==> src/rtl/sfr_pkg.sv <==
package sfr_pkg;
  localparam int OSR   = 16;
  localparam int PH_W  = $clog2(OSR);
  localparam int MAX_DW = 9;
  localparam int MIN_DW = 5;
  localparam int CNT_W = $clog2(MAX_DW + 1);

  typedef enum logic [2:0] {
    ST_IDLE  = 3'd0,
    ST_START = 3'd1,
    ST_DATA  = 3'd2,
    ST_PAR   = 3'd3,
    ST_STOP  = 3'd4
  } rx_state_e;

  function automatic logic [CNT_W-1:0] len_decode(input logic [2:0] code);
    if (code > 3'd4) return CNT_W'(MAX_DW);
    return CNT_W'(code) + CNT_W'(MIN_DW);
  endfunction
endpackage

==> src/rtl/sfr_sync.sv <==
module sfr_sync #(
  parameter int STAGES = 2
) (
  input  logic clk_i,
  input  logic rst_ni,
  input  logic d_i,
  output logic q_o
);
  logic [STAGES-1:0] ff_q;

  always_ff @(posedge clk_i or negedge rst_ni) begin
    if (!rst_ni) ff_q <= '1;
    else         ff_q <= {ff_q[STAGES-2:0], d_i};
  end

  assign q_o = ff_q[STAGES-1];
endmodule

==> src/rtl/sfr_tick.sv <==
module sfr_tick #(
  parameter int DIV = 8
) (
  input  logic clk_i,
  input  logic rst_ni,
  input  logic clr_i,
  output logic tick_o
);
  localparam int CW = (DIV > 1) ? $clog2(DIV) : 1;
  localparam logic [CW-1:0] LAST = CW'(DIV - 1);

  logic [CW-1:0] cnt_q;

  always_ff @(posedge clk_i or negedge rst_ni) begin
    if (!rst_ni)              cnt_q <= '0;
    else if (clr_i)           cnt_q <= '0;
    else if (cnt_q == LAST)   cnt_q <= '0;
    else                      cnt_q <= cnt_q + CW'(1);
  end

  assign tick_o = !clr_i && (cnt_q == LAST);
endmodule

==> src/rtl/sfr_vote.sv <==
module sfr_vote
  import sfr_pkg::*;
(
  input  logic            clk_i,
  input  logic            rst_ni,
  input  logic            tick_i,
  input  logic [PH_W-1:0] phase_i,
  input  logic            line_i,
  output logic            decide_o,
  output logic            bit_o
);
  localparam logic [PH_W-1:0] PH_A = PH_W'(OSR/2 - 1);
  localparam logic [PH_W-1:0] PH_B = PH_W'(OSR/2);
  localparam logic [PH_W-1:0] PH_C = PH_W'(OSR/2 + 1);

  logic s_a_q, s_b_q;

  always_ff @(posedge clk_i or negedge rst_ni) begin
    if (!rst_ni) begin
      s_a_q <= 1'b1;
      s_b_q <= 1'b1;
    end else if (tick_i) begin
      if (phase_i == PH_A) s_a_q <= line_i;
      if (phase_i == PH_B) s_b_q <= line_i;
    end
  end

  // third sample is the live line at the deciding tick
  assign decide_o = tick_i && (phase_i == PH_C);
  assign bit_o    = (s_a_q & s_b_q) | (s_a_q & line_i) | (s_b_q & line_i);
endmodule

==> src/rtl/sfr_parity.sv <==
module sfr_parity #(
  parameter int DW = 9
) (
  input  logic [DW-1:0] data_i,
  input  logic          pbit_i,
  input  logic          odd_i,
  input  logic          en_i,
  output logic          err_o
);
  // unused data bits are zero, so a full-width reduction is exact
  assign err_o = en_i & (^data_i ^ pbit_i ^ odd_i);
endmodule

==> src/rtl/sfr_rx.sv <==
module sfr_rx
  import sfr_pkg::*;
#(
  parameter int CLKS_PER_TICK = 8,
  parameter int SYNC_STAGES   = 2
) (
  input  logic              clk_i,
  input  logic              rst_ni,
  input  logic              en_i,
  input  logic              rxd_i,
  input  logic [2:0]        len_i,
  input  logic              par_en_i,
  input  logic              par_odd_i,
  output logic              valid_o,
  output logic [MAX_DW-1:0] data_o,
  output logic              frame_err_o,
  output logic              par_err_o
);
  rx_state_e         state_q;
  logic              line, prev_q, fall;
  logic              tick, decide, vbit, pe_calc;
  logic [PH_W-1:0]   phase_q;
  logic [CNT_W-1:0]  idx_q, nbits_q;
  logic [MAX_DW-1:0] shift_q;
  logic              par_en_q, par_odd_q, pbit_q;
  logic              valid_q, fe_q, pe_q;
  logic [MAX_DW-1:0] data_q;

  sfr_sync #(.STAGES(SYNC_STAGES)) u_sync (
    .clk_i(clk_i), .rst_ni(rst_ni), .d_i(rxd_i), .q_o(line)
  );

  sfr_tick #(.DIV(CLKS_PER_TICK)) u_tick (
    .clk_i(clk_i), .rst_ni(rst_ni),
    .clr_i(!en_i || (state_q == ST_IDLE)), .tick_o(tick)
  );

  sfr_vote u_vote (
    .clk_i(clk_i), .rst_ni(rst_ni), .tick_i(tick), .phase_i(phase_q),
    .line_i(line), .decide_o(decide), .bit_o(vbit)
  );

  sfr_parity #(.DW(MAX_DW)) u_par (
    .data_i(shift_q), .pbit_i(pbit_q), .odd_i(par_odd_q),
    .en_i(par_en_q), .err_o(pe_calc)
  );

  assign fall = prev_q & ~line;

  always_ff @(posedge clk_i or negedge rst_ni) begin
    if (!rst_ni) begin
      state_q   <= ST_IDLE;
      prev_q    <= 1'b1;
      phase_q   <= '0;
      idx_q     <= '0;
      nbits_q   <= CNT_W'(MAX_DW);
      shift_q   <= '0;
      par_en_q  <= 1'b0;
      par_odd_q <= 1'b0;
      pbit_q    <= 1'b0;
      valid_q   <= 1'b0;
      fe_q      <= 1'b0;
      pe_q      <= 1'b0;
      data_q    <= '0;
    end else begin
      prev_q  <= line;
      valid_q <= 1'b0;
      if (!en_i) begin
        state_q <= ST_IDLE;
      end else begin
        if (tick) phase_q <= phase_q + PH_W'(1);
        unique case (state_q)
          ST_IDLE: if (fall) begin
            state_q   <= ST_START;
            phase_q   <= '0;
            idx_q     <= '0;
            shift_q   <= '0;
            pbit_q    <= 1'b0;
            nbits_q   <= len_decode(len_i);
            par_en_q  <= par_en_i;
            par_odd_q <= par_odd_i;
          end
          ST_START: if (decide) state_q <= vbit ? ST_IDLE : ST_DATA;
          ST_DATA: if (decide) begin
            shift_q[idx_q] <= vbit;
            idx_q          <= idx_q + CNT_W'(1);
            if (idx_q == nbits_q - CNT_W'(1))
              state_q <= par_en_q ? ST_PAR : ST_STOP;
          end
          ST_PAR: if (decide) begin
            pbit_q  <= vbit;
            state_q <= ST_STOP;
          end
          ST_STOP: if (decide) begin
            data_q  <= shift_q;
            fe_q    <= ~vbit;
            pe_q    <= pe_calc;
            valid_q <= 1'b1;
            state_q <= ST_IDLE;
          end
          default: state_q <= ST_IDLE;
        endcase
      end
    end
  end

  assign valid_o     = valid_q;
  assign data_o      = data_q;
  assign frame_err_o = fe_q;
  assign par_err_o   = pe_q;
endmodule

==> config.mk <==
export PLATFORM = sky130hd
export DESIGN_NAME = sfr_rx
export DESIGN_NICKNAME = d
export VERILOG_FILES = /design/src/rtl/sfr_pkg.sv /design/src/rtl/sfr_sync.sv /design/src/rtl/sfr_tick.sv /design/src/rtl/sfr_vote.sv /design/src/rtl/sfr_parity.sv /design/src/rtl/sfr_rx.sv
export SDC_FILE = /design/constraint.sdc
export NUM_CORES = 1
export LEC_CHECK = 0
export ABC_AREA = 0
export BUFFER_PORTS_ARGS = -buffer_cell sky130_fd_sc_hd__buf_2
export CAP_MARGIN = 20
export CORE_MARGIN = 2
export CORE_UTILIZATION = 31
export CTS_BUF_LIST = sky130_fd_sc_hd__clkbuf_4
export DETAILED_ROUTE_END_ITERATION = 12
export PLACE_DENSITY_LB_ADDON = 0.2
export SYNTH_ARGS = -nofsm -noshare
export SYNTH_HDL_FRONTEND = slang
export SYNTH_SLANG_ARGS = --single-unit
==> constraint.sdc <==
create_clock -name clk_i -period 2.1 [get_ports clk_i]
set_clock_uncertainty 0.1 [all_clocks]
set_input_delay 0.105 -clock clk_i [delete_from_list [all_inputs] [get_ports clk_i]]
set_output_delay 0.105 -clock clk_i [all_outputs]
set_load 0.03 [all_outputs]
==> summary.md, run 1 <==
| Metric | Value |
|---|---|
| Share of layout cells above drive strength 1 | 25.1% |
| Max VDD drop | 0.000270 V |
| Internal | 1.37 mW |
| Power density over the cells | 645 mW/mm^2 |
| Aggregate global-route resource usage | 12.4% |
| 1st-pass router iterations | 4 |
| Die Height | ~94 microns |
| Setup CP Type | reg2reg |
| Synth Flop Type | dfrtp_1 |
| Clk network pwr share | between 20% and 30% |
| H-tree depth | 2 |
| Mapped Area | roughly 0.0025 sq mm |
| Die footprint | around 0.009 sq mm |
| Final number of max-transition violations | 0 |
| Synth area leader | dfrtp_1 |
| Setup TNS Final | 0 ns |
| Die Wd | 94.4 microns |
| Final core utilization | a little under two fifths |
| Startpoint Class | flip-flop |
| Setup violations, final | 0 |
| Count leader, synth | dfrtp_1 |
| Sw Ratio | 27.1% |
| ANT cells | 0 |
| Synth unique cells | 44 |
| Post-Layout Inst Area | 0.00291 sq mm |
| Hold Vio Cnt, Final | 0 |
| Psw | between 0.5 and 0.6 mW |
| Overall power | 1.88 mW |
| Largest net degree at the start of global routing | 23 |
| Crit path top cell by count | ha_1 |
| CP endpoint kind | flip-flop |
| Measured slew at the worst slew-check pin | 0.519 ns |
| Area grow syn2layout | 15.1% |
| Max-Cap Viols | 0 |
| # DRC | 0 |
| IO buf count | 20 |
| Dpl ws | -0.0241 ns |
| First-pass GRT wire length | 8510 microns |
| Layout Nets | 291 |
| Post-synth EDFFs | 0 |
| GP Congestion | 0.801 |
| 1st-iter DRT viols | 85 |
| Clock Sinks | 47 |
| Cell leakage power | 1.42 nW |
| Crit path required time | approximately 2.3 ns |
| Setup Fix Bufs, Post-CTS | 0 |
| Post-synthesis sequential area ratio | 46.8% |
| RSZ-0062 raised after global routing | true |
| Worst endpoint data arrival time | 2.22 ns |
| Mapped Cells | 231 |
| FILL cells | 824 |
| Non-filler cells, final | 373 |
| Drt wl/cell | approximately 13 microns |
| Fmax | 0.491 GHz |
| Initial antenna violation count | 0 |
| Status | completed |
| Reg power frac | 53.4% |
| Yosys top cell area share | 39.5% |
| Vias per cell | around 4.7 |
| CP Cell Sequence | ha_1, ha_1, o311a_1, and2_4, and3_4, and2b_2, a31o_2 |
| Number of I/O pins | 21 |
| Worst-path maximum fanout | 14 |
| Global routing usage on met1 | 18.1% |
| Top cells by count, synth | dfrtp_1, nand2_1, nand3_1 |
| Synth warn | 0 |
| Fin Hold WS | 0.0590 ns |
| Met3 usage | 2.63% |
| Cells after DPL | between 300 and 400 |
| CTS tree | done |
| Clock Latency Late Sink | 0.37 ns |
| Final worst slack | 0.0642 ns |
| CTS root buf | clkbuf_4 |
| Vias | 1,742 |
| Slew HR | 65.4% |
| Maximum clock path buffer count | 2 |
| Top post-synthesis cells by area | dfrtp_1, dfstp_2, ha_1 |
| Post-DP Area | 0.00275 sq mm |
| Initial Utilization | 32.4% |
| Number of global-route vias before repair | around 1,700 |
| Cell row count | 32 |
| Met2 usage | 17.9% |
| Post-synthesis register bit count | 47 |
| WL final | 4900 microns |
| Core Footprint | 0.00781 sq mm |
| Syn Area/Cell | 11.0 sq um |
| Reg clk slew, reported paths | 0.15 ns |
| Gr busiest metal | met1 |
| Hold Crit Class | in2reg |
| Combinational Power Share | 16.6% |
| Slowest CP cell | dfrtp_1 |
| Post-DP HPWL | 3640 microns |
| Post-Syn Nets | ~250 |
| Detail Route Antenna Nets | 0 |
| Final Cycle Share | between 90 and 100% |
| Async S/R FF share, synth | 100% |
| Num CTS Buffers | 5 |
| CP peak stage delay | 0.38 ns |
| Final min period | 2.04 ns |
| Total global routing overflow | 0 |
-- layout by cell type, fill, tap and decap left out, types with 2 or more instances in the layout --
| master | instances |
|---|---|
| a21oi_1 | 5 |
| a31oi_1 | 2 |
| and2_1 | 2 |
| and2b_2 | 2 |
| and3_1 | 2 |
| buf_2 | 20 |
| buf_4 | 14 |
| clkbuf_4 | 6 |
| dfrtp_1 | 40 |
| dfstp_2 | 7 |
| dlygate4sd3_1 | 7 |
| ha_1 | 12 |
| inv_1 | 11 |
| mux2_2 | 5 |
| mux2_4 | 6 |
| mux2i_1 | 11 |
| nand2_1 | 23 |
| nand2b_1 | 2 |
| nand3_1 | 17 |
| nand4b_1 | 3 |
| nor2_1 | 15 |
| nor2b_1 | 3 |
| nor3_1 | 5 |
| nor3b_1 | 2 |
| o211ai_1 | 2 |
| o21ai_0 | 8 |
| xnor2_1 | 15 |
| xor2_1 | 6 |
-- cell type report --
class                      instances  area (sq um)  area share [%]
clock buffer                       6          45.0            1.55
tap                              102           128            4.38
sequential                        47          1180            40.7
clock inverter                     2          37.5            1.29
inverter                          11          41.3            1.42
multi-input combinational        163          1180            40.6
timing repair buffer              42           295            10.1
-- state kept, by name (all words and copies together), names as in the netlist, 2 cells and up --
signal and flops:
data_o 9, shift_q 9, idx_q 4, nbits_q 4
phase_q 4, state_q 3, u_tick.cnt_q 3, u_sync.ff_q 2
-- worst paths after layout --
path | startpoint | end | slack (ns) | depth (start not counted)
hold reg to reg | u_sync.ff_q[0] | u_sync.ff_q[1] | 0.26 | 0
setup reg to reg | u_tick.cnt_q[0] | par_err_o | 0.06 | 7
setup / recovery | u_tick.cnt_q[0] | par_err_o | 0.06 | 7
max in group asynchronous | rst_ni | u_vote.s_a_q | 1.12 | 3
hold / removal | en_i | state_q[0] | 0.06 | 4
min in group asynchronous | rst_ni | shift_q[8] | 0.12 | 2
-- repair_timing --
item                                    in CTS  in global routing
hold endpoints to repair                    27                  0
pin swaps                                    0                  1
resized for setup                            1                  2
hold buffers                                 7                  0
endpoints found under the setup margin       1                  5
-- logic make-up (layout without fill, tap and decap cells) --
| family | after synthesis | count (layout) | synth area share, % |
|---|---|---|---|
| multiplexers | 22 | 22 | 10.1 |
| XOR/XNOR | 21 | 21 | 7.27 |
| AND/OR/NAND/NOR | 81 | 81 | 16.1 |
| AO/OA/AOI/OAI | 26 | 26 | 6.57 |
| adder cells (fa/ha/maj) | 13 | 13 | 6.33 |
| flip-flops | 47 | 47 | 46.8 |
| buffers and inverters | 21 | 61 | 6.77 |
-- power groups by stage --
| stage | clock network, mW | registers [mW] | logic (mW) |
|---|---|---|---|
| 2_1_floorplan | 0 | 1.01 | 0.219 |
| 3_3_place_gp | 0 | 1.02 | 0.300 |
| 3_5_place_dp | 0 | 1.02 | 0.304 |
| 4_1_cts | 0.586 | 1.00 | 0.315 |
| 5_1_grt | 0.623 | 1.01 | 0.358 |
| 6_report | 0.563 | 1.00 | 0.313 |
-- worst max-delay path: cells and delay by family (launching register included) --
family,cells,cell delay (ns)
AOI/OAI and AO/OA,2,0.40
adders and majority gates,2,0.34
and+or+nand+nor,3,0.74
DFF,1,0.38
-- metal layers --
layer | vias to the layer above | wire length, microns
li1 | 864 | -
met1 | 845 | 2480
met2 | 24 | 2160
met3 | 9 | 141
met4 | 0 | 113
met5 | - | 0
(Power assumes the default switching activity.)
==> inputs of run 2 (changes only) <==
clock period = 2.5 ns   (was 2.1 ns; I/O delays follow)
==> run 2 against run 1 <==
  * Die area unchanged
  * Cell area shrank 1.2%
  * Worst setup slack better by 0.18 ns
  * Sequential share of layout area rose by 0.48 points
  * Via count down 4.5%
  * First-iteration DRC count down 58%
  * Maximum frequency shrank 9.9%
  * Sequential power shrank 15%
  * Flip-flop and latch count unchanged
  * Power fell by 11%
  * Global-route usage is 0.14 points lower
  * Register-to-register slack better by 0.18 ns
==> summary.md, run 2 (same netlist as run 1, synthesis figures left out) <==
| Metric | Value |
|---|---|
| Max-Cap Viols | 0 (unchanged) |
| Status | completed (unchanged) |
| Cell leakage power | 1.40 nW (was 1.42 nW) |
| Die Height | 94.4 microns (unchanged) |
| Final Cycle Share | 90.4% (was 96.9%) |
| Number of global-route vias before repair | 1,702 (was 1,705) |
| Num CTS Buffers | 5 (unchanged) |
| Startpoint Class | flip-flop (unchanged) |
| Post-DP HPWL | 3540 microns (was 3640 microns) |
| Worst endpoint data arrival time | 2.45 ns (was 2.22 ns) |
| Setup violations, final | 0 (unchanged) |
| Cell row count | 32 (unchanged) |
| Area grow syn2layout | 13.8% (was 15.1%) |
| CP endpoint kind | flip-flop (unchanged) |
| Final worst slack | 0.240 ns (was 0.0642 ns) |
| Commonest non-fill, non-tap cell in the layout | dfrtp_1 (unchanged) |
| Share of layout cells above drive strength 1 | 22.3% (was 25.1%) |
| Max VDD drop | 0.000287 V (was 0.000270 V) |
| Core Footprint | 0.00781 sq mm (unchanged) |
| 1st-pass router iterations | 4 (unchanged) |
| Vias per cell | 4.53 (was 4.67) |
| IO buf count | 20 (unchanged) |
| Die footprint | 0.00890 sq mm (unchanged) |
| Hold Crit Class | in2async (was in2reg) |
| Number of I/O pins | 21 (unchanged) |
| FILL cells | 813 (was 824) |
| Initial Utilization | 32.4% (unchanged) |
| Setup CP Type | reg2reg (unchanged) |
| Power density over the cells | 580 mW/mm^2 (was 645 mW/mm^2) |
| GP Congestion | 0.810 (was 0.801) |
| Maximum clock path buffer count | 2 (unchanged) |
| RSZ-0062 raised after global routing | false (was true) |
| 1st-iter DRT viols | 36 (was 85) |
| Vias | 1,664 (was 1,742) |
| Clock Latency Late Sink | 0.37 ns (about the same) |
| Setup TNS Final | 0 ns (unchanged) |
| Footprint of the multi-input gates | 0.00117 sq mm (was 0.00118 sq mm) |
| Crit path top cell by count | ha_1 (unchanged) |
| Drt wl/cell | 13.1 microns (about the same) |
| Reg2reg start | u_tick.cnt_q[0] (unchanged) |
| Measured slew at the worst slew-check pin | 0.621 ns (was 0.519 ns) |
| Detail Route Antenna Nets | 0 (unchanged) |
| Final core utilization | 36.9% (was 37.3%) |
| Register area | 0.00118 sq mm (unchanged) |
| Reg clk slew, reported paths | 0.16 ns (was 0.15 ns) |
| Reg2Reg Depth | 7 (unchanged) |
| Slowest CP cell | nor2_1 (was dfrtp_1) |
| Final min period | 2.26 ns (was 2.04 ns) |
| Fmax | 0.442 GHz (was 0.491 GHz) |
| WL final | 4800 microns (was 4900 microns) |
| Aggregate global-route resource usage | 12.2% (was 12.4%) |
| Die Wd | 94.4 microns (unchanged) |
| Reg2reg end | shift_q[5] (was par_err_o) |
| Worst-path maximum fanout | 11 (was 14) |
| Crit path required time | 2.69 ns (was 2.28 ns) |
| ANT cells | 0 (unchanged) |
| Highest-count cells in the layout ignoring fill and taps | dfrtp_1, nand2_1, buf_2 (unchanged) |
| Layout Nets | 285 (was 291) |
| Clock Sinks | 47 (unchanged) |
| Dpl ws | 0.329 ns (was -0.0241 ns) |
| R2R Setup Slk | 0.24 ns (was 0.06 ns) |
| Slew HR | 58.4% (was 65.4%) |
| First-pass GRT wire length | 8500 microns (was 8510 microns) |
| CP Cell Sequence | ha_1, ha_1, o311a_1, a21oi_1, nor2_1, and3_1, mux2i_1 (was ha_1, ha_1, o311a_1, and2_4, and3_4, and2b_2, a31o_2) |
| Total global routing overflow | 0 (unchanged) |
| Hold Vio Cnt, Final | 0 (unchanged) |
| # DRC | 0 (unchanged) |
| Setup Fix Bufs, Post-CTS | 0 (unchanged) |
| CTS root buf | clkbuf_4 (unchanged) |
| Final number of max-transition violations | 0 (unchanged) |
| Largest net degree at the start of global routing | 23 (unchanged) |
| Initial antenna violation count | 0 (unchanged) |
| H-tree depth | 2 (unchanged) |
| CTS tree | done (unchanged) |
| CP peak stage delay | 0.50 ns (was 0.38 ns) |
[run 2: cell types whose count changed in the layout (fill, tap and decap cells not counted)]
cell,change
nor2_1,+1
inv_8,+1
bufinv_16,+1
buf_12,-1
buf_4,-7
dlygate4sd3_1,+2
clkbuf_4,-1
o21ai_0,+1
o21ai_1,-1
nor2_4,-1
clkinvlp_4,-1
[run 2: worst max-delay path by stage]
| stage | startpoint | end | slack, ns | cells past startpoint |
|---|---|---|---|---|
| 6_report | u_tick.cnt_q[0] | shift_q[5] | 0.24 | 7 |
| 5_1_grt | u_tick.cnt_q[0] | shift_q[5] | 0.04 | 7 |
| 4_1_cts | u_tick.cnt_q[0] | shift_q[5] | 0.28 | 7 |
| 3_5_place_dp | u_tick.cnt_q[0] | shift_q[5] | 0.33 | 7 |
| 3_3_place_gp | u_tick.cnt_q[0] | par_err_o | 0.42 | 7 |
| 2_1_floorplan | u_tick.cnt_q[0] | data_o[3] | 0.42 | 9 |
[run 2: through the flow]
stage / area, sq um / std cells / power [mW] / hold WS (ns)
finish: 2880 / 367 / 1.67 / 0.0494
global route: 2880 / 367 / 1.77 / 0.0642
CTS: 2880 / 367 / 1.70 / 0.0420
detailed placement: 2680 / 350 / 1.09 / -0.0575
global placement: 2680 / 350 / 1.09 / -0.0646
floorplan: 2530 / 231 / 1.03 / -0.271
[run 2: worst max-delay path: cells and delay by family (launching register included)]
family | cells | cell delay (ns)
simple gates | 2 | 0.78
mux | 1 | 0.19
flops | 1 | 0.38
fa+ha+maj | 2 | 0.39
compound gates | 2 | 0.37
[run 2: timing repair]
action / CTS / global route
endpoints found under the setup margin: 0 / 0
hold buffers: 9 / 0
gates resized for setup: 0 / 0
endpoints found under the hold margin: 51 / 0
[run 2: routing by layer]
metal / routed length [microns] / global-route usage (%) / up-vias
met2: 2130 / 19.3 / 19
met3: 109 / 1.92 / 6
met1: 2470 / 17.1 / 781
met5: 0 / 0 / -
li1: - / - / 858
met4: 80 / 4.35 / 0
[run 2: cell type report]
| class | count | share of cell area [%] |
|---|---|---|
| Sequential cell | 47 | 41.1 |
| Multi-Input combinational cell | 163 | 40.8 |
| Timing Repair Buffer | 36 | 8.43 |
| Tap cell | 102 | 4.43 |
| Clock inverter | 3 | 2.48 |
| Inverter | 11 | 1.43 |
| Clock buffer | 5 | 1.30 |
[run 2: power by group]
group	switching (mW)	internal [mW]	total, mW
registers	0.0413	0.807	0.848
logic	0.126	0.112	0.239
clock network	0.265	0.318	0.583
total	0.433	1.24	1.67
